==> src/rtl/emr_pkg.sv <==
package emr_pkg;

  // Command word {cs_n, ras_n, cas_n, we_n}
  typedef enum logic [3:0] {
    CMD_MRS = 4'b0000,
    CMD_REF = 4'b0001,
    CMD_PRE = 4'b0010,
    CMD_NOP = 4'b0111
  } sdr_cmd_e;

  typedef enum logic [2:0] {
    ST_IDLE,
    ST_PRE,
    ST_WAIT_RP,
    ST_MRS,
    ST_WAIT_MRD,
    ST_REF,
    ST_WAIT_RFC
  } seq_st_e;

  // Packed so that the concatenation lands ds[6:5], tcr[4:3], pasr[2:0]
  typedef struct packed {
    logic [1:0] ds;
    logic [1:0] tcr;
    logic [2:0] pasr;
  } emr_fields_t;

  localparam int EMR_W = $bits(emr_fields_t);

endpackage

==> src/rtl/emr_req_latch.sv <==
module emr_req_latch
  import emr_pkg::*;
(
  input  logic        clk,
  input  logic        rst_n,
  input  logic        req_i,
  input  emr_fields_t fields_i,
  input  logic        take_i,
  output logic        pend_o,
  output emr_fields_t fields_o
);

  logic        pend_q, pend_d;
  emr_fields_t fld_q, fld_d;

  always_comb begin
    pend_d = (pend_q | req_i) & ~take_i;
    fld_d  = req_i ? fields_i : fld_q;
  end

  always_ff @(posedge clk or negedge rst_n) begin
    if (!rst_n) begin
      pend_q <= 1'b0;
      fld_q  <= '0;
    end else begin
      pend_q <= pend_d;
      if (req_i) fld_q <= fld_d;
    end
  end

  // A request in the current cycle is visible at once
  assign pend_o   = pend_q | req_i;
  assign fields_o = fld_d;

endmodule

==> src/rtl/emr_delay_cnt.sv <==
module emr_delay_cnt #(
  parameter int DLY_W = 8
) (
  input  logic             clk,
  input  logic             rst_n,
  input  logic             load_i,
  input  logic             dec_i,
  input  logic [DLY_W-1:0] dly_i,
  output logic             single_o,
  output logic             last_o
);

  logic [DLY_W-1:0] cnt_q, cnt_d, eff;

  always_comb begin
    eff      = (dly_i == '0) ? DLY_W'(1) : dly_i;
    single_o = (eff == DLY_W'(1));
    cnt_d    = cnt_q;
    if (load_i)     cnt_d = eff - DLY_W'(1);
    else if (dec_i) cnt_d = cnt_q - DLY_W'(1);
  end

  always_ff @(posedge clk or negedge rst_n) begin
    if (!rst_n) cnt_q <= '0;
    else if (load_i | dec_i) cnt_q <= cnt_d;
  end

  assign last_o = (cnt_q == DLY_W'(1));

endmodule

==> src/rtl/emr_cmd_encode.sv <==
module emr_cmd_encode
  import emr_pkg::*;
#(
  parameter int ROW_W = 13,
  parameter int BA_W  = 2
) (
  input  seq_st_e          state_i,
  input  emr_fields_t      fields_i,
  output logic [3:0]       cmd_o,
  output logic [BA_W-1:0]  ba_o,
  output logic [ROW_W-1:0] addr_o
);

  localparam int AP_BIT = 10;
  localparam int EMR_BA = 2;

  always_comb begin
    cmd_o  = CMD_NOP;
    ba_o   = '0;
    addr_o = '0;
    unique case (state_i)
      ST_PRE: begin
        cmd_o  = CMD_PRE;
        addr_o = ROW_W'(1) << AP_BIT;
      end
      ST_MRS: begin
        cmd_o  = CMD_MRS;
        ba_o   = BA_W'(EMR_BA);
        addr_o = {{(ROW_W-EMR_W){1'b0}}, fields_i};
      end
      ST_REF:  cmd_o = CMD_REF;
      default: cmd_o = CMD_NOP;
    endcase
  end

endmodule

==> src/rtl/emr_update_seq.sv <==
module emr_update_seq
  import emr_pkg::*;
#(
  parameter int ROW_W = 13,
  parameter int BA_W  = 2,
  parameter int DLY_W = 8
) (
  input  logic             clk,
  input  logic             rst_n,
  input  logic             upd_req_i,
  input  logic [2:0]       pasr_i,
  input  logic [1:0]       tcr_i,
  input  logic [1:0]       ds_i,
  input  logic             access_busy_i,
  input  logic [DLY_W-1:0] trp_i,
  input  logic [DLY_W-1:0] tmrd_i,
  input  logic [DLY_W-1:0] trfc_i,
  output logic [3:0]       cmd_o,
  output logic [BA_W-1:0]  ba_o,
  output logic [ROW_W-1:0] addr_o,
  output logic             busy_o
);

  seq_st_e          state_q, state_d;
  emr_fields_t      req_fields, act_q;
  logic             pend, start;
  logic             ld, dec, single, last;
  logic [DLY_W-1:0] dly_sel;

  emr_req_latch u_req (
    .clk      (clk),
    .rst_n    (rst_n),
    .req_i    (upd_req_i),
    .fields_i ({ds_i, tcr_i, pasr_i}),
    .take_i   (start),
    .pend_o   (pend),
    .fields_o (req_fields)
  );

  emr_delay_cnt #(.DLY_W(DLY_W)) u_dly (
    .clk      (clk),
    .rst_n    (rst_n),
    .load_i   (ld),
    .dec_i    (dec),
    .dly_i    (dly_sel),
    .single_o (single),
    .last_o   (last)
  );

  assign start = (state_q == ST_IDLE) & pend & ~access_busy_i;

  always_comb begin
    state_d = state_q;
    ld      = 1'b0;
    dec     = 1'b0;
    dly_sel = trp_i;
    unique case (state_q)
      ST_IDLE: if (start) state_d = ST_PRE;
      ST_PRE: begin
        dly_sel = trp_i;
        ld      = 1'b1;
        state_d = single ? ST_MRS : ST_WAIT_RP;
      end
      ST_WAIT_RP: begin
        dec = 1'b1;
        if (last) state_d = ST_MRS;
      end
      ST_MRS: begin
        dly_sel = tmrd_i;
        ld      = 1'b1;
        state_d = single ? ST_REF : ST_WAIT_MRD;
      end
      ST_WAIT_MRD: begin
        dec = 1'b1;
        if (last) state_d = ST_REF;
      end
      ST_REF: begin
        dly_sel = trfc_i;
        ld      = 1'b1;
        state_d = single ? ST_IDLE : ST_WAIT_RFC;
      end
      ST_WAIT_RFC: begin
        dec = 1'b1;
        if (last) state_d = ST_IDLE;
      end
      default: state_d = ST_IDLE;
    endcase
  end

  always_ff @(posedge clk or negedge rst_n) begin
    if (!rst_n) begin
      state_q <= ST_IDLE;
      act_q   <= '0;
    end else begin
      state_q <= state_d;
      if (start) act_q <= req_fields;
    end
  end

  emr_cmd_encode #(.ROW_W(ROW_W), .BA_W(BA_W)) u_enc (
    .state_i  (state_q),
    .fields_i (act_q),
    .cmd_o    (cmd_o),
    .ba_o     (ba_o),
    .addr_o   (addr_o)
  );

  assign busy_o = (state_q != ST_IDLE);

endmodule

==> config.mk <==
export PLATFORM = sky130hd
export DESIGN_NAME = emr_update_seq
export DESIGN_NICKNAME = d
export VERILOG_FILES = /design/src/rtl/emr_pkg.sv /design/src/rtl/emr_req_latch.sv /design/src/rtl/emr_delay_cnt.sv /design/src/rtl/emr_cmd_encode.sv /design/src/rtl/emr_update_seq.sv
export SDC_FILE = /design/constraint.sdc
export NUM_CORES = 1
export LEC_CHECK = 0
export ABC_AREA = 1
export BUFFER_PORTS_ARGS = -buffer_cell sky130_fd_sc_hd__buf_2
export CORE_UTILIZATION = 43
export DETAILED_ROUTE_END_ITERATION = 8
export GPL_ROUTABILITY_DRIVEN = 0
export GPL_TIMING_DRIVEN = 0
export PLACE_DENSITY = 0.81
export SYNTH_ARGS = -nofsm -noshare
export SYNTH_HDL_FRONTEND = slang
export SYNTH_SLANG_ARGS = --single-unit
==> constraint.sdc <==
create_clock -name clk -period 2.15 [get_ports clk]
set_input_delay 0.43 -clock clk [delete_from_list [all_inputs] [get_ports clk]]
set_output_delay 0.43 -clock clk [all_outputs]
set_load 0.02 [all_outputs]
==> flow_summary.ini <==
[run_status]
run_status = finished, violations left
violations_in_the_final_reports = negative setup slack

[clock_tree]
worst_setup_hold_path_clk_slew_ps = 90
clock_latency_ps = 270
clock-root-buffer = clkbuf_8
cts_h_tree_depth = 1
numClockSinks = 26
cts_tree = built
cts_buffers = 3
clock_path_buffers = 2

[floorplan]
floorplan.die_area_mm2 = 0.00458
i_o_pins = 55
initial_core_util = 0.457
rows = 23
die_w_um = 67.7
core_mm2 = 0.00406
chip_height_um = 67.7

[grt]
total_congestion_overflow_after_global_routing = 0
grt_usage = 0.228
grt_pass1_vias = 1871
grt_antenna_before_repair = 0
pin_count_of_the_biggest_net_entering_global_routing = 27
grt_first_pass_wirelength_mm = 8.01

[setup_path]
timing.critical_path.from_type = flop
maximum_fanout_along_the_worst_path = 5
cp_cell_sequence = buf_6, nor2_4, nor2_4, inv_2, nand2_2, nand2_2, inv_2, nor2_4, nand2_2, nand2_4, inv_4, ha_4, nand4_1, xor2_1, nand2_1, a21oi_2
reg2reg_setup_slack_ps = -110
worstSetupPathType = flop to flop
crit_path_buffers_inverters = 4
crit_path_end_kind = flop
crit_path_required_time_ps = 2360
worstPathArrival_ps = 2470
worst_path_top_cell_family_by_delay = simple AND/OR/NAND/NOR gates
worst_path_largest_cell_delay_ps = 450
crit_path_top_delay_cell = dfrtp_2

[drt]
drtPass1Iterations = 4
routedWlPerCell_um = 12.9
routed_via_count = 2081
detail-route-antenna-nets = 0
drt_first_iter_violations = 144
route.detailed.drc = 0
vias_per_cell = 5.18
wl_mm = 5.17

[finish]
fill_cells = 334
finish.utilization = 0.635
drive_gt1_frac = 0.378
mostFrequentLayoutCells = nand2_1 (67), buf_2 (47), buf_4 (33)
antenna_cells = 0
areaGrowthSynthToFinish_pct = 38.9
nNetsFinal = 392
final_common_cell = nand2_1

[place]
buffer_ports.inserted = 46
hpwl_mm = 3.18

[yosys]
ys_seq_area_frac = 0.351
ys_seq_elements = 26
synthFlopType = dfrtp_1
synth_area_mm2 = 0.00185
avgSynthCellArea_um2 = 6.84
syn_inst = 271
synth_cell_type_count = 30
ys_async_sr_fraction = 1.00
synth_edf_count = 0
yosys_warnings = 0

[sta]
worst_slew_pin_tran_ps = 585
timing_max_transition_violations_final = 0
fin_ws_ps = -110
grt_setup_unrepaired = true
timing_hold_violations_final = 0
finalClockSkew_ps = 2.24
min_period_ps = 2260
max-slew-margin-rel = 0.610
post_route_worst_hold_slack_ps = 148
period_share = 1.05
setup_viol = 3
tns_ps = -168
max_clock_freq_mhz = 443

[power]
power_density_mw_per_mm2 = 413
static-leakage-power_nw = 1.38
ir_drop_uv = 299

[run]
max_cap_viol_count = 0

[hold_path]
hold_class = input port to asynchronous set/reset pin
-- what timing repair did --
item | 4_1_cts | 5_1_grt
hold buffers | 0 | 0
cloned | 2 | 0
resized for setup | 17 | 25
setup buffers | 12 | 12
pin swaps | 14 | 14
setup endpoints to repair | 6 | 17
-- worst paths after layout --
kind / depth (start not counted) / end / start
setup / recovery: 16 / u_dly.cnt_q[6] / state_q[2]
hold / removal: 1 / state_q[2] / rst_n
max in group asynchronous: 1 / state_q[0] / rst_n
setup reg to reg: 16 / u_dly.cnt_q[6] / state_q[2]
hold reg to reg: 2 / u_req.fld_q[0] / u_req.fld_q[0]
min in group clk: 3 / u_req.fld_q[0] / pasr_i[0]
-- state kept, by name (all words and copies together) (netlist names) --
register,cells
u_dly.cnt_q,8
u_req.pend_q,1
u_req.fld_q,7
state_q,3
act_q,7
-- cell families after synthesis --
group	Yosys count	share of synthesized area
and+or+nand+nor	151	0.382
buffers and inverters	54	0.130
AOI/OAI and AO/OA	33	0.0992
DFF	26	0.351
adders and majority gates	4	0.0270
xor gates and xnor gates	2	0.00945
other	1	0.00202
-- power by group --
group | switching [mW] | internal [mW]
logic | 0.0857 | 0.0683
registers | 0.00313 | 0.500
clock network | 0.158 | 0.249
total | 0.247 | 0.817
-- final cells by class --
| type | count | area (um^2) | share of cell area |
|---|---|---|---|
| Clock inverter | 1 | 30.0 | 0.0117 |
| Clock buffer | 3 | 41.3 | 0.0160 |
| Multi-Input combinational cell | 198 | 1110 | 0.431 |
| Sequential cell | 26 | 653 | 0.254 |
| Timing Repair Buffer | 70 | 413 | 0.160 |
| Tap cell | 50 | 62.6 | 0.0243 |
| Inverter | 40 | 153 | 0.0593 |
| Buffer | 14 | 111 | 0.0432 |
-- cells in the mapped netlist, types with 3 or more instances --
master	n	area (um^2)
nor2_2	6	37.5
nand4_1	17	106
nand2_1	72	270
nor2_4	3	33.8
a21oi_1	7	35.0
inv_2	7	26.3
nand3_1	14	70.1
o21ai_1	7	35.0
buf_2	3	15.0
o21ai_0	12	60.1
dfrtp_1	26	651
inv_1	32	120
buf_4	9	67.6
ha_1	4	50.1
nor2_1	30	113
nand2_2	3	18.8
-- per-stage QoR --
step	instance area, um^2	power, mW	instances	setup slack (ps)
3_5_place_dp	2170	0.632	373	-197
2_1_floorplan	1880	0.582	277	21.2
3_3_place_gp	2170	0.629	373	-187
5_1_grt	2570	1.10	402	-220
6_report	2570	1.06	402	-110
4_1_cts	2410	1.04	391	12.4
-- metal layers --
| layer | vias up | global-route usage | wire [um] |
|---|---|---|---|
| met1 | 942 | 0.303 | 2230 |
| li1 | 1020 | - | - |
| met3 | 16 | 0.0169 | 303 |
| met2 | 103 | 0.385 | 2500 |
| met4 | 0 | 0.0771 | 138 |
| met5 | - | 0 | 0 |
Note: power is estimated with default switching activity, not from simulation.
